## src/rtl/audclk_pkg.sv

```systemverilog
`timescale 1ns/1ps
package audclk_pkg;
    localparam int NUM_RATIOS = 6;
    localparam int CODE_W     = 3;

    typedef logic [CODE_W-1:0] ratio_code_t;
    localparam ratio_code_t CODE_NONE = 3'd7;

    typedef enum logic [1:0] {
        SPD_NORMAL = 2'd0,
        SPD_DOUBLE = 2'd1,
        SPD_QUAD   = 2'd2
    } speed_t;

    typedef enum logic [1:0] {
        ST_IDLE,
        ST_FIRST,
        ST_TRACK,
        ST_LOCK
    } lock_state_t;

    // even codes are 128 * 2^k, odd codes are 192 * 2^k
    function automatic int unsigned ratio_value(input int unsigned code);
        int unsigned base;
        base = ((code % 2) == 0) ? 32'd128 : 32'd192;
        return base << (code / 2);
    endfunction

    // the ratio alone implies the speed class in auto mode
    function automatic speed_t speed_from_code(input ratio_code_t code);
        if (code >= 3'd4)      return SPD_NORMAL;
        else if (code >= 3'd2) return SPD_DOUBLE;
        else                   return SPD_QUAD;
    endfunction
endpackage

```

## src/rtl/audclk_edge_det.sv

```systemverilog
`timescale 1ns/1ps
module audclk_edge_det #(
    parameter int STAGES = 2
) (
    input  logic clk_i,
    input  logic rst_n_i,
    input  logic async_i,
    output logic rise_o
);
    logic [STAGES:0] sh_q;

    always_ff @(posedge clk_i or negedge rst_n_i) begin
        if (!rst_n_i) sh_q <= '0;
        else          sh_q <= {sh_q[STAGES-1:0], async_i};
    end

    assign rise_o = sh_q[STAGES-1] & ~sh_q[STAGES];
endmodule

```

## src/rtl/audclk_period_meter.sv

```systemverilog
`timescale 1ns/1ps
module audclk_period_meter
    import audclk_pkg::*;
#(
    parameter int TOL     = 2,
    parameter int TIMEOUT = 2048
) (
    input  logic        clk_i,
    input  logic        rst_n_i,
    input  logic        rise_i,
    output ratio_code_t class_o,
    output logic        timeout_o
);
    localparam int CNT_W = $clog2(TIMEOUT) + 1;
    localparam logic [CNT_W-1:0] CNT_LAST = CNT_W'(TIMEOUT - 1);

    logic [CNT_W-1:0]      cnt_q;
    logic [CNT_W-1:0]      meas;
    logic [NUM_RATIOS-1:0] hit;

    // saturating count of cycles since the last frame rising edge
    always_ff @(posedge clk_i or negedge rst_n_i) begin
        if (!rst_n_i)              cnt_q <= '0;
        else if (rise_i)           cnt_q <= '0;
        else if (cnt_q != CNT_LAST) cnt_q <= cnt_q + 1'b1;
    end

    assign meas      = cnt_q + 1'b1;
    assign timeout_o = !rise_i && (cnt_q == CNT_LAST);

    // one tolerance window per supported ratio
    for (genvar g = 0; g < NUM_RATIOS; g++) begin : g_win
        localparam int RV = int'(ratio_value(g));
        assign hit[g] = (meas >= CNT_W'(RV - TOL)) && (meas <= CNT_W'(RV + TOL));
    end

    always_comb begin
        class_o = CODE_NONE;
        for (int i = 0; i < NUM_RATIOS; i++) begin
            if (hit[i]) class_o = ratio_code_t'(i);
        end
    end
endmodule

```

## src/rtl/audclk_lock_fsm.sv

```systemverilog
`timescale 1ns/1ps
module audclk_lock_fsm
    import audclk_pkg::*;
(
    input  logic        clk_i,
    input  logic        rst_n_i,
    input  logic        rise_i,
    input  logic        timeout_i,
    input  ratio_code_t class_i,
    output ratio_code_t ratio_o,
    output logic        clocks_ok_o,
    output logic        locked_o
);
    lock_state_t state_q, state_d;
    ratio_code_t prev_q, ratio_q;
    logic        agree;

    assign agree = (class_i == prev_q);

    always_ff @(posedge clk_i or negedge rst_n_i) begin
        if (!rst_n_i) state_q <= ST_IDLE;
        else          state_q <= state_d;
    end

    always_comb begin
        state_d = state_q;
        unique case (state_q)
            ST_IDLE:  if (rise_i) state_d = ST_FIRST;
            ST_FIRST: begin
                if (timeout_i)   state_d = ST_IDLE;
                else if (rise_i) state_d = ST_TRACK;
            end
            ST_TRACK: begin
                if (timeout_i)            state_d = ST_IDLE;
                else if (rise_i && agree) state_d = ST_LOCK;
            end
            ST_LOCK:  if (timeout_i) state_d = ST_IDLE;
        endcase
    end

    // the candidate code must repeat before it is reported
    always_ff @(posedge clk_i or negedge rst_n_i) begin
        if (!rst_n_i) begin
            prev_q  <= CODE_NONE;
            ratio_q <= CODE_NONE;
        end else if (state_q == ST_IDLE || timeout_i) begin
            prev_q  <= CODE_NONE;
            ratio_q <= CODE_NONE;
        end else if (rise_i && state_q != ST_FIRST) begin
            prev_q <= class_i;
            if (agree) ratio_q <= class_i;
        end else if (rise_i) begin
            prev_q <= class_i;
        end
    end

    always_comb begin
        clocks_ok_o = (state_q != ST_IDLE);
        locked_o    = (state_q == ST_LOCK);
        ratio_o     = ratio_q;
    end
endmodule

```

## src/rtl/audclk_mode_sel.sv

```systemverilog
`timescale 1ns/1ps
module audclk_mode_sel
    import audclk_pkg::*;
#(
    parameter int DIV_W    = 4,
    parameter int DIV_UNIT = 64
) (
    input  logic             clk_i,
    input  logic             rst_n_i,
    input  logic             cfg_we_i,
    input  logic             cfg_auto_i,
    input  logic [1:0]       cfg_speed_i,
    input  logic             pin_ctl_i,
    input  logic             auto_pin_i,
    input  logic             locked_i,
    input  ratio_code_t      code_i,
    output speed_t           speed_o,
    output logic             err_o,
    output logic [DIV_W-1:0] div_o
);
    logic       auto_q;
    logic [1:0] spd_q;
    logic       auto_eff;
    logic [1:0] man_bits;
    speed_t     man_speed;
    logic       allowed;

    // configuration register, auto on after reset
    always_ff @(posedge clk_i or negedge rst_n_i) begin
        if (!rst_n_i) begin
            auto_q <= 1'b1;
            spd_q  <= 2'b00;
        end else if (cfg_we_i) begin
            auto_q <= cfg_auto_i;
            spd_q  <= cfg_speed_i;
        end
    end

    // pin control ties the speed bits low
    assign auto_eff = pin_ctl_i ? auto_pin_i : auto_q;
    assign man_bits = pin_ctl_i ? 2'b00 : spd_q;

    always_comb begin
        unique case (man_bits)
            2'b01:   man_speed = SPD_DOUBLE;
            2'b10:   man_speed = SPD_QUAD;
            default: man_speed = SPD_NORMAL;
        endcase
    end

    always_comb begin
        if (auto_eff) speed_o = locked_i ? speed_from_code(code_i) : SPD_NORMAL;
        else          speed_o = man_speed;
    end

    // legal ratio sets per mode
    always_comb begin
        allowed = 1'b0;
        if (code_i == CODE_NONE)               allowed = 1'b0;
        else if (pin_ctl_i && code_i < 3'd2)   allowed = 1'b0;
        else if (auto_eff)                     allowed = 1'b1;
        else begin
            unique case (man_speed)
                SPD_NORMAL: allowed = (code_i >= 3'd2);
                SPD_DOUBLE: allowed = (code_i <= 3'd3);
                SPD_QUAD:   allowed = (code_i <= 3'd1);
                default:    allowed = 1'b0;
            endcase
        end
    end

    assign err_o = locked_i && !allowed;

    // divide factor to a fixed internal rate
    always_comb begin
        if (locked_i && code_i != CODE_NONE)
            div_o = DIV_W'(ratio_value(int'(code_i)) / DIV_UNIT);
        else
            div_o = '0;
    end
endmodule

```

## src/rtl/audclk_ratio_det.sv

```systemverilog
`timescale 1ns/1ps
module audclk_ratio_det
    import audclk_pkg::*;
#(
    parameter int SYNC_STAGES = 2,
    parameter int TOL         = 2,
    parameter int TIMEOUT     = 2048,
    parameter int DIV_W       = 4
) (
    input  logic             clk_i,
    input  logic             rst_n_i,
    input  logic             frame_i,
    input  logic             pin_ctl_i,
    input  logic             auto_pin_i,
    input  logic             cfg_we_i,
    input  logic             cfg_auto_i,
    input  logic [1:0]       cfg_speed_i,
    output logic [1:0]       speed_o,
    output logic [2:0]       ratio_o,
    output logic             ratio_err_o,
    output logic [DIV_W-1:0] div_o,
    output logic             clocks_ok_o,
    output logic             pwrdn_o
);
    logic        rise;
    logic        timeout;
    logic        locked;
    ratio_code_t cls;
    ratio_code_t code;
    speed_t      speed;

    audclk_edge_det #(.STAGES(SYNC_STAGES)) i_edge (
        .clk_i   (clk_i),
        .rst_n_i (rst_n_i),
        .async_i (frame_i),
        .rise_o  (rise)
    );

    audclk_period_meter #(.TOL(TOL), .TIMEOUT(TIMEOUT)) i_meter (
        .clk_i     (clk_i),
        .rst_n_i   (rst_n_i),
        .rise_i    (rise),
        .class_o   (cls),
        .timeout_o (timeout)
    );

    audclk_lock_fsm i_fsm (
        .clk_i       (clk_i),
        .rst_n_i     (rst_n_i),
        .rise_i      (rise),
        .timeout_i   (timeout),
        .class_i     (cls),
        .ratio_o     (code),
        .clocks_ok_o (clocks_ok_o),
        .locked_o    (locked)
    );

    audclk_mode_sel #(.DIV_W(DIV_W)) i_mode (
        .clk_i       (clk_i),
        .rst_n_i     (rst_n_i),
        .cfg_we_i    (cfg_we_i),
        .cfg_auto_i  (cfg_auto_i),
        .cfg_speed_i (cfg_speed_i),
        .pin_ctl_i   (pin_ctl_i),
        .auto_pin_i  (auto_pin_i),
        .locked_i    (locked),
        .code_i      (code),
        .speed_o     (speed),
        .err_o       (ratio_err_o),
        .div_o       (div_o)
    );

    assign speed_o = speed;
    assign ratio_o = code;
    assign pwrdn_o = !locked;
endmodule

```

## config.mk

```make
export PLATFORM = sky130hd
export DESIGN_NAME = audclk_ratio_det
export DESIGN_NICKNAME = d
export VERILOG_FILES = /design/src/rtl/audclk_pkg.sv /design/src/rtl/audclk_edge_det.sv /design/src/rtl/audclk_period_meter.sv /design/src/rtl/audclk_lock_fsm.sv /design/src/rtl/audclk_mode_sel.sv /design/src/rtl/audclk_ratio_det.sv
export SDC_FILE = /design/constraint.sdc
export NUM_CORES = 1
export LEC_CHECK = 0
export BUFFER_PORTS_ARGS = -buffer_cell sky130_fd_sc_hd__buf_2
export CORE_UTILIZATION = 45
export CTS_BUF_LIST = sky130_fd_sc_hd__clkbuf_4 sky130_fd_sc_hd__clkbuf_8 sky130_fd_sc_hd__clkbuf_16
export CTS_CLUSTER_DIAMETER = 30
export DETAILED_ROUTE_END_ITERATION = 10
export GPL_TIMING_DRIVEN = 1
export MAX_ROUTING_LAYER = met4
export PLACE_DENSITY = 0.61
export SETUP_SLACK_MARGIN = 0.02
export SLEW_MARGIN = 10
export SYNTH_ARGS = -nofsm -noshare
export SYNTH_HDL_FRONTEND = slang
export SYNTH_HIERARCHICAL = 1
export SYNTH_SLANG_ARGS = --single-unit
```

## constraint.sdc

```tcl
create_clock -name clk_i -period 4.1 [get_ports clk_i]
set_input_delay 0.41 -clock clk_i [delete_from_list [all_inputs] [get_ports clk_i]]
set_output_delay 0.41 -clock clk_i [all_outputs]
set_load 0.005 [all_outputs]
```

==> impl_metrics.yaml <==
finish:
  final_nets: 237
  drive_above_1_share: 0.180
  n_antenna_cell: 0
  areaGrowthSynthToFinish_pct: 7.97
  stdcell_area_sq_mm: 0.00198
global_routing:
  grtUsageMet2: 0.356
  antenna_found_initial: 0
  busiest_layer: "met2"
  use_met3: 0.0259
  grt_use_met1: 0.258
  grt_overflow_total: 0
  grt_pass1_vias: 1501
  grt_use_total: 0.208
  grt_max_degree: 27
  grt_pass1_wl_mm: 6.71
clocking:
  cts.sinks: 26
  cts_tree: "yes"
  root_buffer: "clkbuf_8"
  clk_path_buf_depth: 2
  cts_buffers: 3
  htreeDepth: 1
  insertion_delay_ps: 270
  clkTransAtPathRegs_ps: 90
job:
  cap_violations: 0
routing:
  ant_nets: 0
  wl_per_cell_um: 14.7
  drt-pass1-iter-count: 4
  vias: 1544
  drt_drc_violations_left: 0
  initialDrtViolationCount: 42
  totalWireLength_mm: 3.96
  viasPerCell: 5.72
critical_path:
  worstPathArrival_ps: 3840
  cp_max_fo: 12
  rr_worst_depth: 11
  rr_startpoint: "i_meter/cnt_q[0]"
  required_ps: 4280
  worstSetupPathType: "reg -> reg"
  path_cells: "ha_1 -> nand3_1 -> nor2_1 -> xor2_1 -> xnor2_1 -> a311o_1 -> o311ai_1 -> xor2_1 -> or4_1 -> a21oi_1 -> o21ai_1"
  r2r_end: "i_fsm/ratio_o[1]"
  cp_common_cell: "xor2_1"
  startpoint_type: "register"
  worst-r2r-setup-slack_ps: 440
  critical-path-max-stage-delay_ps: 550
  end_kind: "register"
  crit_slowest_cell: "dfrtp_1"
die:
  fp.dieH_um: 65.9
  fp-row-count: 22
  initial_core_util: 0.484
  core_sq_mm: 0.00380
  die_area_sq_mm: 0.00434
  io_pins: 21
  die-width_um: 65.9
outcome:
  outcome: "finished clean"
synthesis:
  netlist_top_cells_area: "dfrtp_1 (26%), dfstp_2 (10%), xnor2_1 (5.2%)"
  synthArstFlopShare: 1.00
  synthTopCellsByCount: "dfrtp_1 (19), nand2_1 (19), nor2_1 (15)"
  synth.cell_area_sq_mm: 0.00184
  syn_nets: 223
  synth_top_area_cell: "dfrtp_1"
  synth_seq_cells: 26
  synth_top_area_frac: 0.259
  synth_edf_count: 0
  synth.avg_cell_area_sq_um: 8.79
  ys_types: 52
  ys_warn_count: 6
  synth_ff_type: "dfrtp_1"
  synthCells: 209
  ys_seq_area_frac: 0.359
hold_path:
  hold_class: "in -> async"
placed_design:
  place_area_sq_mm: 0.00193
  port_buffers: 20
  hpwl_mm: 3.03
  finalWeightedCongestion: 0.898
pwr:
  p_leak_nw: 0.898
  sw_frac_of_total: 0.308
  combPwrFrac: 0.223
  vdd_drop_max_mv: 0.204
  p_int_w: 0.000425
  switching_power_w: 0.000189
  power_per_cell_area_mw_per_mm2: 309
  pwr-share-clk: 0.266
  pwr-share-seq: 0.511
timing:
  rsz0062_at_grt: "no"
  report.final.slew_viol_count: 0
  setup_tns_ps: 0
  finalHoldViolCount: 0
  worstMarginPinSlew_ps: 854
  setup_viol: 0
  layout_min_cycle_time_ps: 3660
  fmax_ghz: 0.273
  period_share: 0.893
  slew_headroom: 0.416
  finClkSkew_ps: 7.10
-- kinds of logic (layout without fill, tap and decap cells) --
| group | count (synthesis) | after routing | share of synthesized area |
|---|---|---|---|
| DFF | 26 | 26 | 0.359 |
| and+or+nand+nor | 79 | 79 | 0.234 |
| AOI/OAI and AO/OA | 48 | 48 | 0.175 |
| buffers and inverters | 25 | 38 | 0.0661 |
| muxes | 9 | 9 | 0.0511 |
| adders and majority gates | 5 | 5 | 0.0341 |
| xor gates and xnor gates | 17 | 17 | 0.0811 |
-- routing by layer --
layer  wire length, um  part of all wire  vias up
met3               112             0.028        4
met4                32            0.0081        0
met2              1930              0.49       21
met1              1890              0.48      750
met5                 0                 0        -
li1                  -                 -      769
-- stage by stage --
stage	utilization	hold WS, ps	worst slack [ps]	std cells	power (W)
floorplan	-	114	896	209	0.000424
global placement	0.508	349	490	266	0.000443
detailed placement	0.508	338	251	266	0.000453
CTS	0.522	139	228	270	0.000619
global route	0.522	172	50.6	270	0.000647
finish	0.522	121	437	270	0.000614
-- worst max-delay path: cells and delay by family (launching register included) --
kind                       cells  cell delay, ps
AOI/OAI and AO/OA              4            1130
adders and majority gates      1             350
and+or+nand+nor                3             820
xor gates and xnor gates       3             710
DFF                            1             550
-- sequential cells by signal, indices dropped and copies added (netlist names) --
register,flops
i_mode/auto_q,1
i_fsm/prev_q,3
i_fsm/state_q,2
i_mode/spd_q,2
i_fsm/ratio_o,3
i_meter/cnt_q,12
i_edge/sh_q,3
-- cell usage in the layout, fill, tap and decap left out, drive strengths merged, types with 2 or more instances in the layout --
cell type / synthesis / routed
a21o: 3 / 3
clkbuf: 5 / 4
nand2b: 3 / 3
xor2: 6 / 6
o31ai: 6 / 6
or3: 3 / 3
nor2: 15 / 15
dfrtp: 19 / 19
nor3: 5 / 5
a21oi: 8 / 8
nand3: 12 / 12
and3: 3 / 3
dfstp: 7 / 7
o21ai: 14 / 14
nand2: 19 / 19
a21boi: 3 / 3
xnor2: 11 / 11
or4: 3 / 3
inv: 14 / 14
mux2i: 6 / 6
ha: 5 / 5
o311ai: 2 / 2
nand4: 3 / 3
nor2b: 2 / 2
buf: 6 / 20
and2: 2 / 2
and4: 3 / 3
mux2: 3 / 3
-- final cells by class --
class,count,area [sq um]
fillers,376,1820
multi-input cells,158,1060
flip-flops and latches,26,659
repair buffers,20,100
well taps,48,60.1
clock buffers,4,55.1
inverters,14,52.6
-- power by group through the flow --
stage	combinational (W)	clock [W]	sequential [W]
CTS	0.000136	0.000170	0.000313
floorplan	0.000137	0	0.000287
global placement	0.000129	0	0.000314
finish	0.000137	0.000163	0.000313
detailed placement	0.000135	0	0.000318
global route	0.000152	0.000177	0.000319
-- what timing repair did --
item | in CTS | in global routing
hold buffers | 0 | 0
setup endpoints to repair | 0 | 1
setup buffers | 0 | 0
resized for setup | 0 | 1
-- worst max path at each step --
stage	from	to	slack, ps	cells after the start
global placement	i_meter/cnt_q[0]	i_fsm/ratio_o[1]	490	11
global route	i_meter/cnt_q[0]	i_fsm/ratio_o[1]	50	11
floorplan	i_meter/cnt_q[1]	i_fsm/ratio_o[1]	900	11
CTS	i_meter/cnt_q[0]	i_fsm/ratio_o[1]	230	11
detailed placement	i_meter/cnt_q[0]	i_fsm/ratio_o[1]	250	11
finish	i_meter/cnt_q[0]	i_fsm/ratio_o[1]	440	11
No activity file was read; power rests on OpenSTA's default activity.
